==> src/rtl/xpt_serial_port.sv <==
module xpt_serial_port #(
  parameter int ID_W     = 7,
  parameter int N_SLICES = 69
) (
  input  logic                       clk,
  input  logic                       rst_n,
  input  logic                       ser_mode,
  input  logic                       sclk,
  input  logic                       sdin,
  input  logic                       load,
  input  logic                       scan_en,
  input  logic [ID_W*N_SLICES-1:0]   rb_sel,
  output logic                       wr_en,
  output logic [ID_W-1:0]            wr_out_id,
  output logic [ID_W-1:0]            wr_in_id,
  output logic                       sdout
);
  localparam int WORD_W = 2 * ID_W;
  localparam int RB_W   = ID_W * N_SLICES;

  logic [2:0]        sclk_sy;
  logic [1:0]        ser_sy, sdin_sy, load_sy, scan_sy;
  logic [WORD_W-1:0] word_sh;
  logic              dly_q;
  logic [RB_W-1:0]   rb_sh;

  wire ser_on = ser_sy[1];
  wire rise   = ser_on & sclk_sy[1] & ~sclk_sy[2];
  wire [WORD_W-1:0] next_word = {word_sh[WORD_W-2:0], sdin_sy[1]};

  always_ff @(posedge clk or negedge rst_n)
    if (!rst_n) begin
      sclk_sy <= '0;
      ser_sy  <= '0;
      sdin_sy <= '0;
      load_sy <= '0;
      scan_sy <= '0;
    end else begin
      sclk_sy <= {sclk_sy[1:0], sclk};
      ser_sy  <= {ser_sy[0], ser_mode};
      sdin_sy <= {sdin_sy[0], sdin};
      load_sy <= {load_sy[0], load};
      scan_sy <= {scan_sy[0], scan_en};
    end

  always_ff @(posedge clk or negedge rst_n)
    if (!rst_n) begin
      word_sh <= '0;
      dly_q   <= 1'b0;
    end else if (rise) begin
      word_sh <= next_word;
      dly_q   <= word_sh[WORD_W-1];
    end

  always_ff @(posedge clk or negedge rst_n)
    if (!rst_n) begin
      wr_en     <= 1'b0;
      wr_out_id <= '0;
      wr_in_id  <= '0;
    end else begin
      wr_en <= rise & load_sy[1];
      if (rise && load_sy[1]) begin
        wr_out_id <= next_word[WORD_W-1:ID_W];
        wr_in_id  <= next_word[ID_W-1:0];
      end
    end

  always_ff @(posedge clk or negedge rst_n)
    if (!rst_n)
      rb_sh <= '0;
    else if (rise)
      rb_sh <= scan_sy[1] ? {rb_sh[RB_W-2:0], 1'b0} : rb_sel;

  assign sdout = ser_on & (scan_sy[1] ? rb_sh[RB_W-1] : dly_q);

  p_wr_single_r4: assert property (@(posedge clk) disable iff (!rst_n)
    wr_en |=> !wr_en);
  p_wr_cause_r3: assert property (@(posedge clk) disable iff (!rst_n)
    wr_en |-> $past(load_sy[1] && ser_on));
  p_idle_hold_r8: assert property (@(posedge clk) disable iff (!rst_n)
    !ser_on |=> ($stable(word_sh) && $stable(rb_sh) && $stable(dly_q) && !wr_en));
  p_word_still_r3: assert property (@(posedge clk) disable iff (!rst_n)
    !(sclk_sy[1] && !sclk_sy[2]) |=> $stable(word_sh));
  p_rb_still_r7: assert property (@(posedge clk) disable iff (!rst_n)
    !(sclk_sy[1] && !sclk_sy[2]) |=> $stable(rb_sh));
endmodule

==> config.mk <==
export PLATFORM = sky130hd
export DESIGN_NAME = xpt_serial_port
export DESIGN_NICKNAME = d
export VERILOG_FILES = /design/src/rtl/xpt_serial_port.sv
export SDC_FILE = /design/constraint.sdc
export NUM_CORES = 1
export LEC_CHECK = 0
export BUFFER_PORTS_ARGS = -buffer_cell sky130_fd_sc_hd__buf_4
export CORE_UTILIZATION = 50
export CTS_CLUSTER_DIAMETER = 120
export CTS_CLUSTER_SIZE = 25
export DETAILED_ROUTE_END_ITERATION = 12
export PLACE_DENSITY = 0.78
export SLEW_MARGIN = 20
export SYNTH_ARGS = -nofsm -noshare
export SYNTH_HDL_FRONTEND = slang
export SYNTH_SLANG_ARGS = --single-unit
export TNS_END_PERCENT = 10
==> constraint.sdc <==
create_clock -name clk -period 1.5 [get_ports clk]
set_input_delay 0.45 -clock clk [delete_from_list [all_inputs] [get_ports clk]]
set_output_delay 0.45 -clock clk [all_outputs]
set_load 0.005 [all_outputs]
Word level (Yosys, flattened, before mapping)
Index checks and enable logic that the tools add are counted.
{"block": "word_totals", "wordCells": 19, "input_bits": 490, "register_bits": 524}
{"block": "classes", "bitwise_logic": 5, "n_mux": 2, "reduce_logical": 1}
{"op": "2-to-1 mux 483 bit", "count": 1}
{"op": "AND 1 bit", "count": 4}
{"op": "logical AND 1 bit", "count": 1}
{"op": "2-to-1 mux 1 bit", "count": 1}
{"op": "NOT 1 bit", "count": 1}

Depth between registers and ports, before layout
{"block": "logic_depth", "depth_word": 3, "mapped_depth": 6, "ltp_nobuf": 2}

Worst setup path before layout
Ideal clock, no wire load.
{"block": "synth_timing", "path_type": "register -> register", "start": "register sclk_sy[2]", "end": "register rb_sh[173]", "t_arrival_ns": 1.414, "setup_ns": 0.125, "stages_incl_launch_ff": 7, "n_path_buf": 4, "slack_ns": -0.039, "cell_sequence": "dfrtp_1 and3b_1 clkbuf_1 buf_6 buf_8 buf_6 mux2_4"}
{"block": "synth_via", "elab_chain_len": 2}
{"item": "start, declared", "line": "21", "rtl": "logic [2:0] sclk_sy;"}
{"item": "start signal, assigned", "line": "39", "rtl": "sclk_sy <= {sclk_sy[1:0], sclk};"}
{"item": "NOT 1 bit", "line": "28", "rtl": "wire rise = ser_on & sclk_sy[1] & ~sclk_sy[2];"}
{"item": "AND 1 bit", "line": "28"}
{"item": "end signal, assigned", "line": "72", "rtl": "rb_sh <= scan_sy[1] ? {rb_sh[RB_W-2:0], 1'b0} : rb_sel;"}
{"item": "end, declared", "line": "25", "rtl": "logic [RB_W-1:0] rb_sh;"}
No other way between the ends.
A chain may end at the register's enable or synchronous reset.

Final worst setup path
{"block": "layout_timing", "start": "register scan_sy[1]", "end": "output port sdout"}
{"block": "layout_via", "elab_chain_len": 2}
{"item": "start, declared", "line": "22", "rtl": "logic [1:0] ser_sy, sdin_sy, load_sy, scan_sy;"}
{"item": "start signal, assigned", "line": "43", "rtl": "scan_sy <= {scan_sy[0], scan_en};"}
{"item": "2-to-1 mux 1 bit", "line": "74", "rtl": "assign sdout = ser_on & (scan_sy[1] ? rb_sh[RB_W-1] : dly_q);"}
{"item": "AND 1 bit", "line": "74"}
{"item": "end, declared", "line": "16", "rtl": "output logic sdout"}
No other way between the ends.

==> impl_results.md <==
- Leak Pwr: 14.96 nW
- Failing checks: negative setup slack
- Critical path depth: 4
- RSZ-0062 raised after global routing: true
- Root Driver: clkbuf_16
- Starting Density: 51.01%
- Final Hold Viols: 0
- FF-to-FF setup slack: -0.41 ns
- Non-filler cells, final: 2,870
- Die ar.: ~54,000 um2
- Crit share post-route: 137.0%
- Num CTS Buffers: 24
- Hold crit path type: in -> reg
- Worst path bufs/invs: 2
- Synth cell types: 13
- Most frequent cells in the layout: mux2_2 (680), buf_4 (553), dfrtp_1 (523), mux2_4 (314), buf_12 (44)
- Post-DP HPWL: around 45,000 um
- Post-layout util: 63.16%
- Slew Viols, Final: 0
- Layout Nets: 2,675
- PD cells: 1254 nW/um2
- Clock skew: 0.02739 ns
- CP startpoint: scan_sy[1]$_DFF_PN0_
- Post-route setup slack: -0.5544 ns
- Final GP Congestion: just over 0.8
- CP required: around 1.1 ns
- Total GRT Usage: 22.52%
- Cells after Synth: 1,635
- Die width: 231.7 um
- Clk sink count: approximately 520
- CP startpoint kind: register
- Clk slew on worst S/H paths: 0.10 ns
- Seq/Total Area, Yosys: approximately half
- WS Path Type: reg -> out
- Slew @ Worst Pin: 0.4595 ns
- Vias in the first global route: 16,842
- Hold Worst Slack: about 0.22 ns
- CTS Buffer Depth: 3
- Worst Path Arrival: 1.60 ns
- Fmax: 486.8 MHz
- CP endpoint: sdout
- Outcome: finished, violations left
- H-tree Lvls: 1
- Number of DRC markers in iteration 0: between 500 and 600
- Post-route antenna net violation count: 0
- FP Rows: between 80 and 90
- Reg-to-Reg End: rb_sh[348]$_DFFE_PN0P_
- Clock latency on the worst-skew pair: 0.59 ns
- Post-Syn Area: 26,380 um2
- CP peak stage delay: 0.50 ns
- Crit-path max FO: 2
- Syn_area_per_cell: 16.14 um2
- Placed Cells: 2,821
- Total wire length: about 60,000 um
- Initial antenna violation count: 7
- Placement Setup Slack: -0.1790 ns
- R2r startpoint: scan_sy[1]$_DFF_PN0_
- CTS tree: built
- Die H: 231.7 um
- Maximum VDD drop: between 1 and 1.5 mV
- Commonest non-fill, non-tap cell in the layout: mux2_2
- Largest net degree at the start of global routing: 66
- R2r worst-path depth: 6
- Cell depth of the worst hold path: 3
- Total grt overflow: 0
- WL per Instance: 21.29 um
- Worst path top cell family by delay: flip-flops
- Port Buf Inserts: between 500 and 600
- Global-route wire length before repair: ~95,000 um
- Max_cap viols: 0
- CP Capture Type: output pin
- CP max stage cell: dfrtp_4
- Net Count, Synth: between 2,000 and 2,500
- #FFs+latches synth: approximately 520
- Top Ports: 506
- Area Growth Syn to Fin: 23.82%
- Core area: 51,720 um2
- Fillers: 3,827
- Layout cells sized above 1: about three quarters
- Critical path, cell by cell: buf_12, mux2i_1, nor2b_1, buf_4
- DRT Pass-1 Iters: 4
- Final setup viols: 514
- YS warnings: 0
- Post-DR vias/cell: 5.304
- Min Tclk post-route: 2.054 ns
- Worst slew margin: between 60% and 70%
- DRC viols: 0
- Via count: 15,222
-- where the power goes --
part / switching (mW) / internal [mW]
Sequential: 2.68 / 18.8
Clock: 4.43 / 3.01
Combinational: 3.26 / 8.78
-- routing by layer --
metal	global-route usage, %	vias to the layer above	share of wire [%]
li1	-	6988	-
met1	29.68	7778	43
met2	36.90	358	48
met3	5.194	92	6.1
met4	6.682	6	2.9
met5	0	-	0.069
-- area by class of cell --
| type | instances | area [um2] | share of cell area [%] |
|---|---|---|---|
| sequential | 524 | 13120 | 40.15 |
| multi-input combinational | 999 | 12420 | 38.01 |
| timing repair buffer | 635 | 5635 | 17.25 |
| tap | 680 | 850.8 | 2.605 |
| clock buffer | 27 | 633.1 | 1.938 |
| antenna | 4 | 10.01 | 0.03064 |
| inverter | 1 | 3.754 | 0.01149 |
-- synth_stat cells --
master	instances	share of area, %
mux2i_1	1	0.038
inv_1	1	0.014
buf_8	3	0.17
nand4b_1	1	0.033
and3b_1	1	0.033
buf_4	12	0.34
mux2_4	300	17
dfrtp_1	524	50
mux2_2	694	30
nor2b_1	2	0.047
buf_6	47	2.0
clkbuf_1	3	0.043
buf_2	46	0.87
-- metrics by stage --
step / TNS, ns / total power [mW] / cell area (um2)
finish: -127.28 / 40.96 / 32670
detailed placement: -68.04 / 33.45 / 31550
global placement: -56.66 / 32.71 / 31550
CTS: -142.72 / 41.18 / 32550
floorplan: -5.409 / 29.77 / 26560
global route: -158.67 / 43.12 / 32660
-- cells by family (layout without fill, tap and decap cells) --
family                 Yosys count  after routing  synth area share (%)
other                            0              4                     0
muxes                          995            995                 46.73
and+or+nand+nor                  4              4                0.1138
buffers and inverters          112            663                 3.448
DFF                            524            524                 49.70
-- flip-flops by register name (all words and copies together) (netlist names) --
signal	count
sclk_sy	3
dly_q	1
wr_out_id	7
sdin_sy	2
rb_sh	483
ser_sy	2
scan_sy	2
wr_in_id	7
load_sy	2
wr_en	1
word_sh	14
-- repair_timing --
item                                   in CTS  in global routing
hold buffers                                6                  0
setup endpoints to repair                 514                514
endpoints found under the hold margin     124                  0
cloned                                      6                  0
resized for setup                          24                 21
buffers inserted                            3                  3
-- worst min-delay path by stage --
| stage | startpoint | to | slack [ns] |
|---|---|---|---|
| after global routing | rb_sel[53] | rb_sh[53]$_DFFE_PN0P_ | 0.20 |
| after detailed placement | ser_sy[0]$_DFF_PN0_ | ser_sy[1]$_DFF_PN0_ | 0.34 |
| after global placement | sdin_sy[0]$_DFF_PN0_ | sdin_sy[1]$_DFF_PN0_ | 0.33 |
| final | rb_sel[168] | rb_sh[168]$_DFFE_PN0P_ | 0.22 |
| after floorplan | rst_n | dly_q$_DFFE_PN0P_ | 0.15 |
| after CTS | rb_sel[168] | rb_sh[168]$_DFFE_PN0P_ | 0.18 |
-- worst reg2reg max path, delay by kind of cell (launching register included) --
kind | cells | cell delay (ns)
buffers and inverters | 4 | 0.76
muxes | 2 | 0.54
DFF | 1 | 0.50
Note: power is estimated with default switching activity, not from simulation.
